File: config.mk
export PLATFORM = sky130hd
export DESIGN_NAME = dual_view_regfile
export DESIGN_NICKNAME = d
export VERILOG_FILES = /design/src/rtl/dvrf_pkg.sv /design/src/rtl/dvrf_stack_ctl.sv /design/src/rtl/dvrf_store.sv /design/src/rtl/dvrf_fp_port.sv /design/src/rtl/dual_view_regfile.sv
export SDC_FILE = /design/constraint.sdc
export NUM_CORES = 2
export LEC_CHECK = 0
export BUFFER_PORTS_ARGS = -buffer_cell sky130_fd_sc_hd__buf_4
export CORE_AREA = 2 2 399 401
export CTS_BUF_LIST = sky130_fd_sc_hd__clkbuf_4 sky130_fd_sc_hd__clkbuf_8
export DETAILED_ROUTE_END_ITERATION = 8
export DIE_AREA = 0 0 401 403
export PLACE_DENSITY = 0.44
export SYNTH_ARGS = -nofsm -noshare
export SYNTH_HDL_FRONTEND = slang
export SYNTH_SLANG_ARGS = --single-unit
File: constraint.sdc
create_clock -name clk -period 7.4 [get_ports clk]
set_input_delay 0.74 -clock clk [delete_from_list [all_inputs] [get_ports clk]]
set_output_delay 0.74 -clock clk [all_outputs]
set_load 0.005 [all_outputs]
File: src/rtl/dvrf_pkg.sv
package dvrf_pkg;
    localparam int NUM_ENT = 8;
    localparam int INT_W   = 64;
    localparam int EXT_W   = 16;

    typedef enum logic [1:0] {
        STK_HOLD = 2'b00,
        STK_PUSH = 2'b01,
        STK_POP  = 2'b10,
        STK_RSVD = 2'b11
    } stk_op_e;
endpackage

File: src/rtl/dvrf_stack_ctl.sv
module dvrf_stack_ctl #(
    parameter int NUM_ENT = dvrf_pkg::NUM_ENT,
    parameter int IDX_W   = $clog2(NUM_ENT)
) (
    input  logic               clk,
    input  logic               rst_n,
    input  logic [1:0]         stk_op,
    input  logic               fp_we,
    input  logic [IDX_W-1:0]   fp_wr_phys,
    input  logic               int_acc,
    input  logic               clr,
    output logic [IDX_W-1:0]   top,
    output logic [NUM_ENT-1:0] tags,
    output logic               int_mode
);
    import dvrf_pkg::*;

    typedef struct packed {
        logic [IDX_W-1:0]   top;
        logic [NUM_ENT-1:0] tags;
        logic               int_mode;
    } ctl_t;

    ctl_t st_d, st_q;

    initial assert (NUM_ENT == (1 << IDX_W));

    always_comb begin
        st_d = st_q;
        if (fp_we) st_d.tags[fp_wr_phys] = 1'b1;
        case (stk_op)
            STK_PUSH: st_d.top = st_q.top - IDX_W'(1);
            STK_POP: begin
                st_d.top = st_q.top + IDX_W'(1);
                st_d.tags[st_q.top] = 1'b0;
            end
            default: ;
        endcase
        if (int_acc) begin
            st_d.top      = '0;
            st_d.tags     = '1;
            st_d.int_mode = 1'b1;
        end
        if (clr) begin
            st_d.tags     = '0;
            st_d.int_mode = 1'b0;
        end
    end

    always_ff @(posedge clk or negedge rst_n) begin
        if (!rst_n) st_q <= '0;
        else        st_q <= st_d;
    end

    assign top      = st_q.top;
    assign tags     = st_q.tags;
    assign int_mode = st_q.int_mode;

    assert_push_dec_R5: assert property (@(posedge clk) disable iff (!rst_n)
        (stk_op == STK_PUSH && !int_acc) |=> top == $past(top) - IDX_W'(1));

    assert_pop_empty_R5: assert property (@(posedge clk) disable iff (!rst_n)
        (stk_op == STK_POP && !int_acc && !clr) |=> !tags[$past(top)]);

    assert_int_switch_R7: assert property (@(posedge clk) disable iff (!rst_n)
        (int_acc && !clr) |=> (top == '0 && tags == '1 && int_mode));

    assert_clear_R8: assert property (@(posedge clk) disable iff (!rst_n)
        clr |=> (tags == '0 && !int_mode));
endmodule

File: src/rtl/dvrf_store.sv
module dvrf_store #(
    parameter int NUM_ENT = dvrf_pkg::NUM_ENT,
    parameter int INT_W   = dvrf_pkg::INT_W,
    parameter int EXT_W   = dvrf_pkg::EXT_W,
    parameter int ENT_W   = INT_W + EXT_W,
    parameter int IDX_W   = $clog2(NUM_ENT)
) (
    input  logic                           clk,
    input  logic                           rst_n,
    input  logic                           fp_we,
    input  logic [IDX_W-1:0]               fp_phys,
    input  logic [ENT_W-1:0]               fp_data,
    input  logic                           int_we,
    input  logic [IDX_W-1:0]               int_idx,
    input  logic [INT_W-1:0]               int_data,
    output logic [NUM_ENT-1:0][ENT_W-1:0]  ents
);
    logic [NUM_ENT-1:0][ENT_W-1:0] ent_d, ent_q;

    always_comb begin
        ent_d = ent_q;
        if (fp_we)  ent_d[fp_phys] = fp_data;
        if (int_we) ent_d[int_idx] = {{EXT_W{1'b1}}, int_data};
    end

    always_ff @(posedge clk or negedge rst_n) begin
        if (!rst_n) ent_q <= '0;
        else        ent_q <= ent_d;
    end

    assign ents = ent_q;

    assert_int_ext_ones_R3: assert property (@(posedge clk) disable iff (!rst_n)
        int_we |=> (ents[$past(int_idx)][ENT_W-1:INT_W] == '1 &&
                    ents[$past(int_idx)][INT_W-1:0] == $past(int_data)));

    assert_int_wins_R10: assert property (@(posedge clk) disable iff (!rst_n)
        (int_we && fp_we && fp_phys == int_idx) |=>
            ents[$past(int_idx)][INT_W-1:0] == $past(int_data));

    for (genvar e = 0; e < NUM_ENT; e++) begin : g_hold
        assert_untouched_R9: assert property (@(posedge clk) disable iff (!rst_n)
            (!(fp_we && fp_phys == IDX_W'(e)) && !(int_we && int_idx == IDX_W'(e)))
                |=> $stable(ents[e]));
    end
endmodule

File: src/rtl/dvrf_fp_port.sv
module dvrf_fp_port #(
    parameter int NUM_ENT = dvrf_pkg::NUM_ENT,
    parameter int INT_W   = dvrf_pkg::INT_W,
    parameter int EXT_W   = dvrf_pkg::EXT_W,
    parameter int ENT_W   = INT_W + EXT_W,
    parameter int IDX_W   = $clog2(NUM_ENT)
) (
    input  logic [IDX_W-1:0]              top,
    input  logic [IDX_W-1:0]              rel,
    input  logic [NUM_ENT-1:0][ENT_W-1:0] ents,
    input  logic [NUM_ENT-1:0]            tags,
    output logic [ENT_W-1:0]              data,
    output logic                          special,
    output logic                          full
);
    localparam int EXP_LO = INT_W;
    localparam int EXP_HI = ENT_W - 2;

    logic [IDX_W-1:0] phys;

    always_comb begin
        phys    = top + rel;
        data    = ents[phys];
        special = &data[EXP_HI:EXP_LO];
        full    = tags[phys];
    end
endmodule

File: src/rtl/dual_view_regfile.sv
module dual_view_regfile #(
    parameter int NUM_ENT = dvrf_pkg::NUM_ENT,
    parameter int INT_W   = dvrf_pkg::INT_W,
    parameter int EXT_W   = dvrf_pkg::EXT_W,
    parameter int ENT_W   = INT_W + EXT_W,
    parameter int IDX_W   = $clog2(NUM_ENT)
) (
    input  logic               clk,
    input  logic               rst_n,
    input  logic [1:0]         stk_op,
    input  logic               fp_wr_en,
    input  logic [IDX_W-1:0]   fp_wr_idx,
    input  logic [ENT_W-1:0]   fp_wr_data,
    input  logic [IDX_W-1:0]   fp_rd_idx_a,
    input  logic [IDX_W-1:0]   fp_rd_idx_b,
    output logic [ENT_W-1:0]   fp_rd_data_a,
    output logic [ENT_W-1:0]   fp_rd_data_b,
    output logic               fp_rd_special_a,
    output logic               fp_rd_special_b,
    output logic               fp_rd_full_a,
    output logic               fp_rd_full_b,
    input  logic               int_wr_en,
    input  logic [IDX_W-1:0]   int_wr_idx,
    input  logic [INT_W-1:0]   int_wr_data,
    input  logic               int_rd_en,
    input  logic [IDX_W-1:0]   int_rd_idx_a,
    input  logic [IDX_W-1:0]   int_rd_idx_b,
    output logic [INT_W-1:0]   int_rd_data_a,
    output logic [INT_W-1:0]   int_rd_data_b,
    input  logic               clr_state,
    output logic [IDX_W-1:0]   fp_top,
    output logic [NUM_ENT-1:0] tag_valid,
    output logic               int_mode
);
    logic [NUM_ENT-1:0][ENT_W-1:0] ents;
    logic [IDX_W-1:0]              wr_phys;
    logic                          int_acc;

    assign int_acc = int_wr_en | int_rd_en;
    assign wr_phys = fp_top + fp_wr_idx;

    dvrf_stack_ctl #(.NUM_ENT(NUM_ENT), .IDX_W(IDX_W)) u_ctl (
        .clk        (clk),
        .rst_n      (rst_n),
        .stk_op     (stk_op),
        .fp_we      (fp_wr_en),
        .fp_wr_phys (wr_phys),
        .int_acc    (int_acc),
        .clr        (clr_state),
        .top        (fp_top),
        .tags       (tag_valid),
        .int_mode   (int_mode)
    );

    dvrf_store #(.NUM_ENT(NUM_ENT), .INT_W(INT_W), .EXT_W(EXT_W),
                 .ENT_W(ENT_W), .IDX_W(IDX_W)) u_store (
        .clk      (clk),
        .rst_n    (rst_n),
        .fp_we    (fp_wr_en),
        .fp_phys  (wr_phys),
        .fp_data  (fp_wr_data),
        .int_we   (int_wr_en),
        .int_idx  (int_wr_idx),
        .int_data (int_wr_data),
        .ents     (ents)
    );

    dvrf_fp_port #(.NUM_ENT(NUM_ENT), .INT_W(INT_W), .EXT_W(EXT_W),
                   .ENT_W(ENT_W), .IDX_W(IDX_W)) u_port_a (
        .top     (fp_top),
        .rel     (fp_rd_idx_a),
        .ents    (ents),
        .tags    (tag_valid),
        .data    (fp_rd_data_a),
        .special (fp_rd_special_a),
        .full    (fp_rd_full_a)
    );

    dvrf_fp_port #(.NUM_ENT(NUM_ENT), .INT_W(INT_W), .EXT_W(EXT_W),
                   .ENT_W(ENT_W), .IDX_W(IDX_W)) u_port_b (
        .top     (fp_top),
        .rel     (fp_rd_idx_b),
        .ents    (ents),
        .tags    (tag_valid),
        .data    (fp_rd_data_b),
        .special (fp_rd_special_b),
        .full    (fp_rd_full_b)
    );

    assign int_rd_data_a = ents[int_rd_idx_a][INT_W-1:0];
    assign int_rd_data_b = ents[int_rd_idx_b][INT_W-1:0];

    // both views must agree whenever they land on the same physical entry
    always_comb begin
        if (rst_n && IDX_W'(fp_top + fp_rd_idx_a) == int_rd_idx_a)
            assert_alias_R4: assert (int_rd_data_a == fp_rd_data_a[INT_W-1:0]);
    end
endmodule

---- Yosys cells after proc, flatten, opt, wreduce, memory -nomap -nowiden ----
Cells that the tools add are included.
W data, S select, Z words.
operators by class
  eq/ne operators ......................... 2
  reduce and logical (&&, ||, !) cells .... 7
  shifts and indexed selects .............. 0
  multiplexer cells ....................... 29
  order comparisons ....................... 10
  divide/modulo/power cells ............... 0
  multipliers ............................. 0
  add/subtract/negate cells ............... 5
  bitwise operators ....................... 4
operator list
  kind                   count
  $bwmux W640            2
  $mux W640              2
  $bmux W80 S3           4
  $demux W80 S3          2
  $mux W80               4
  $mux W64               2
  $reduce_and A15 Y1     2
  $lt A3 B4 Y1 const B   7
  $mux W8                2
  $mux W12               1
  $add A3 B3 Y3          3
  $ge A3 B1 Y1 const B   3
  $mux W9                1
  $and A8 B8 Y8          1
  $not A8 Y8             1
  $or A8 B8 Y8           1
  $bmux W1 S3            2
  $demux W1 S3           2
  $pmux W3 S2            1
  $mux W1                4
  $add A3 B1 Y3 const B  1
  $logic_and A1 B1 Y1    3
  $reduce_bool A3 Y1     1
  $sub A3 B1 Y3 const B  1
  4 further kinds        4
storage, ports and cells
  bits in latches ......................... 0
  bits in writable memories ............... 0
  memories ................................ 0
  bits in registers ....................... 652
  ROM bits ................................ 0

---- Depth between registers and ports, before layout ----
  depth in word-level cells ............... 11
  depth in mapped cells ................... 9

---- Modules after synthesis ----
A second synthesis with hierarchy kept.
second synthesis, totals
  cells, all modules ...................... 4363
  area, all modules ....................... 48375.1 µm²
modules (own cells, without submodules)
  module             area an instance (µm²)  times used  sequential area each (µm²)  cells each
  dvrf_store         29127.9                 1           16015.4                     3232
  dvrf_fp_port       5406.4                  2           0.0                         301
  dual_view_regfile  7739.9                  1           0.0                         463
  dvrf_stack_ctl     694.4                   1           300.3                       66

---- Worst setup path before layout ----
OpenSTA, ideal clock, no wires.
  kind .................................... input-to-output
  from .................................... in fp_rd_idx_a[0]
  to ...................................... out fp_rd_data_a[24]
  cell stages on the path ................. 8
  path slack .............................. 3874 ps
  arrival ................................. 2786 ps
  buffers on the path ..................... 4
  cells stage by stage .................... ha_1 -> inv_1 -> fa_1 -> buf_2 -> buf_2 -> clkbuf_1 -> clkbuf_1 -> mux2_2
on the way
  longest elaborated chain between the ends .. 3
ends and longest elaborated chain
  what                            line                     text
  start: declaration              dual_view_regfile.sv:14  input logic [IDX_W-1:0] fp_rd_idx_a,
  $add A3 B3 Y3                   --
  $bmux W80 S3                    dvrf_fp_port.sv:23       data = ents[phys];
  $mux W80 (implied by the code)  dvrf_fp_port.sv:23
  end: declaration                dual_view_regfile.sv:16  output logic [ENT_W-1:0] fp_rd_data_a,
No other way between the ends. The select of a mux whose other input is x is not followed.

---- Final worst setup path ----
  from .................................... reg u_ctl.st_q, in the netlist u_ctl.top[0]
  to ...................................... out fp_rd_special_b
on the way
  longest elaborated chain between the ends .. 4
ends and longest elaborated chain
  what                            line                     text
  start: declaration              dvrf_stack_ctl.sv:24     ctl_t st_d, st_q;
  start signal: assignment        dvrf_stack_ctl.sv:52     else st_q <= st_d;
  $add A3 B3 Y3                   dvrf_fp_port.sv:22       phys = top + rel;
  $bmux W80 S3                    dvrf_fp_port.sv:23
  $mux W80 (implied by the code)  dvrf_fp_port.sv:23
  $reduce_and A15 Y1              dvrf_fp_port.sv:24       special = &data[EXP_HI:EXP_LO];
  end: declaration                dual_view_regfile.sv:19  output logic fp_rd_special_b,
No other way between the ends. The select of a mux whose other input is x is not followed.

==> metrics.cfg <==
[yosys]
synth_xor_area_share_pct=0.237
synth-edff-count=0
syn_inst=4269
synth_cell_type_count=43
async_flop_share_pct=100
ys.warnings.count=0
synth_top_area_cell=dfrtp_1
syn_area_per_cell_um2=11.0
syn_nets=4446
synth_top_family_by_area=multiplexers
synth_adder_area_share_pct=0.251
syn-cell-area_um2=46900
synthTopCellsByArea=dfrtp_1, mux4_2, nand2_1
synth_seq_area_share_pct=34.8
synth-simple-area-share_pct=11.2
synthFlopType=dfrtp_1
ys_ff_latch=652
post-synth-top-count-cell=nand2_1
synth_top_area_share_pct=34.8
synth_mux_area_share_pct=41.6
synth_commonest_cells=nand2_1, dfrtp_1, mux4_2, nor2_1, mux2i_1
synth_compound_area_share_pct=6.39

[power]
power.total_uw=17700
irDropWorstVdd_mv=0.167
leakage_uw=0.0211
power_density_nw_per_um2=326

[timing]
fin_crit_ns=5.44
setup_ws_ns=1.96
setup_viol=0
max_freq_ghz=0.184
rsz0062_at_grt=false
fin_tns_setup_ns=0
min_period_over_period_pct=73.4
max_slew_margin_pct=18.1
slew_violations=0
finClkSkew_ns=0.0317
worst_slew_pin_slew_ns=1.23
hold_violations=0

[critical_path]
arrival_ns=4.70
cp.required_ns=6.66
critPathCaptureType=output port
start_kind=flip-flop
worstSetupPathType=flip-flop to output port
ff2ff_path_depth=8
r2r_slack_ns=3.57
path_max_fanout=43

[placed_design]
dp_hpwl_um=114000
port_buffers=473
gp_congestion=0.780
post-place-ws_ns=2.60

[outcome]
status=completed

[clock_network]
tritoncts=built
clkSlewWorstSetupHoldPaths_ns=0.05
cts_htree_levels=4
numCtsBuffers=138
cts_root_buffer=clkbuf_8
clock_latency_ns=0.89
cts_resized=0
cts_setup_buffers=0
cts.sinks=652
clock_path_buffers=3

[die]
io_pins=474
die_w_um=401
die_h_um=403
dieArea_um2=162000
row_count=146
core-area_um2=157000
start_util_pct=29.8

[grt]
grt_max_degree=144
antenna_found_initial=14
overflow=0
grt_pass1_wl_um=283000
grt_pass1_vias=37600
grt.total_usage_pct=23.9

[routing]
post_drt_wl_per_cell_um=29.7
dr.first_iter.drc_count=3125
wl_um=196000
drt_first_pass_iters=5
viasPerCell=5.68
drc=0
vias=37500
ant_nets=0

[cells_and_area]
fill_cells=15800
drive_gt1_share_pct=37.2
fin_nets=4601
syn2layout_area_growth_pct=15.6

[job]
cap_violations=0

[worst_hold_path]
hold_class=input port to flip-flop
whs_path_depth=2

state kept, by name, summed over array words and instances, names as in the netlist:
name / flops
u_store.ents: 640
u_ctl.top: 3
u_ctl.int_mode: 1
u_ctl.tags: 8
kinds of logic after synthesis:
group / after synthesis
flops: 652
fa+ha+maj: 7
simple gates: 1344
xor+xnor: 6
mux: 1190
buf+inv: 542
compound gates: 528
placed cells by master (no fill, tap or decap), drive strengths merged, types with 5 or more instances in the layout:
master / netlist / routed
nand2: 903 / 903
dfrtp: 652 / 652
mux4: 580 / 580
buf: 256 / 546
nor2: 328 / 328
mux2i: 320 / 320
mux2: 290 / 290
a31oi: 256 / 256
clkbuf: 276 / 210
o21ai: 193 / 193
nand3: 72 / 72
a21oi: 68 / 68
clkinv: 1 / 16
inv: 9 / 16
nor3: 15 / 15
diode: 0 / 7
nand4: 5 / 5
critical path, cell delays in order, from the launching register on:
cell     delay, ns
dfrtp_1       0.62
ha_4          0.19
inv_1         0.04
fa_4          0.41
xnor3_4       1.09
buf_4         0.48
mux2_2        0.26
nand4_1       0.21
nor4b_1       0.35
buf_4         0.16
layer usage:
metal  vias to the layer above  part of all wire, %  wire length (um)  global-route usage (%)
li1                      16100                    -                 -                       -
met1                     19500                   42             82400                    31.9
met2                      1551                   49             95300                    39.4
met3                       306                  6.7             13100                    4.74
met4                        16                  2.4              4740                    6.58
met5                         -                0.056               109                       0
worst paths after layout:
path,from,end
setup / recovery,u_ctl.top[0]$_DFFE_PN0P_,fp_rd_special_b
min in group asynchronous,rst_n,u_store.ents[17]$_DFF_PN0_
hold reg to reg,u_store.ents[317]$_DFF_PN0_,u_store.ents[317]$_DFF_PN0_
max in group asynchronous,rst_n,u_store.ents[538]$_DFF_PN0_
setup reg to reg,u_ctl.top[0]$_DFFE_PN0P_,u_store.ents[418]$_DFF_PN0_
hold / removal,clr_state,u_ctl.tags[0]$_DFF_PN0_
per-stage QoR:
step | utilization [%] | hold slack, ns | instances | area [um2]
after CTS | 34.4 | 0.0127 | 6591 | 54200
after floorplan | - | 0.444 | 4269 | 46900
final | 34.5 | 0.120 | 6598 | 54200
after global placement | 32.7 | 0.491 | 6355 | 51400
after global routing | 34.4 | 0.0398 | 6597 | 54200
after detailed placement | 32.7 | 0.500 | 6355 | 51400
final cells by class:
cell class                 instances  area [um2]  area share [%]
inverter                          10        37.5          0.0692
clock buffer                     210        2580            4.76
tap                             2072        2590            4.78
clock inverter                    25         206           0.381
multi-input combinational       3075       28200            52.0
timing repair buffer             547        4300            7.93
antenna                            7        17.5          0.0323
sequential                       652       16300            30.1
report_power, final:
group	internal, uW	total [uW]	switching (uW)	leakage (uW)
Sequential	4730	6160	1430	0.00762
Combinational	4300	7440	3150	0.0120
Clock	2260	4090	1830	0.00150
timing repair:
action / 4_1_cts / 5_1_grt
setup endpoints to repair: 0 / 0
hold buffers: 1 / 0
hold endpoints to repair: 85 / 0
Power figures use the tool's default switching activity.
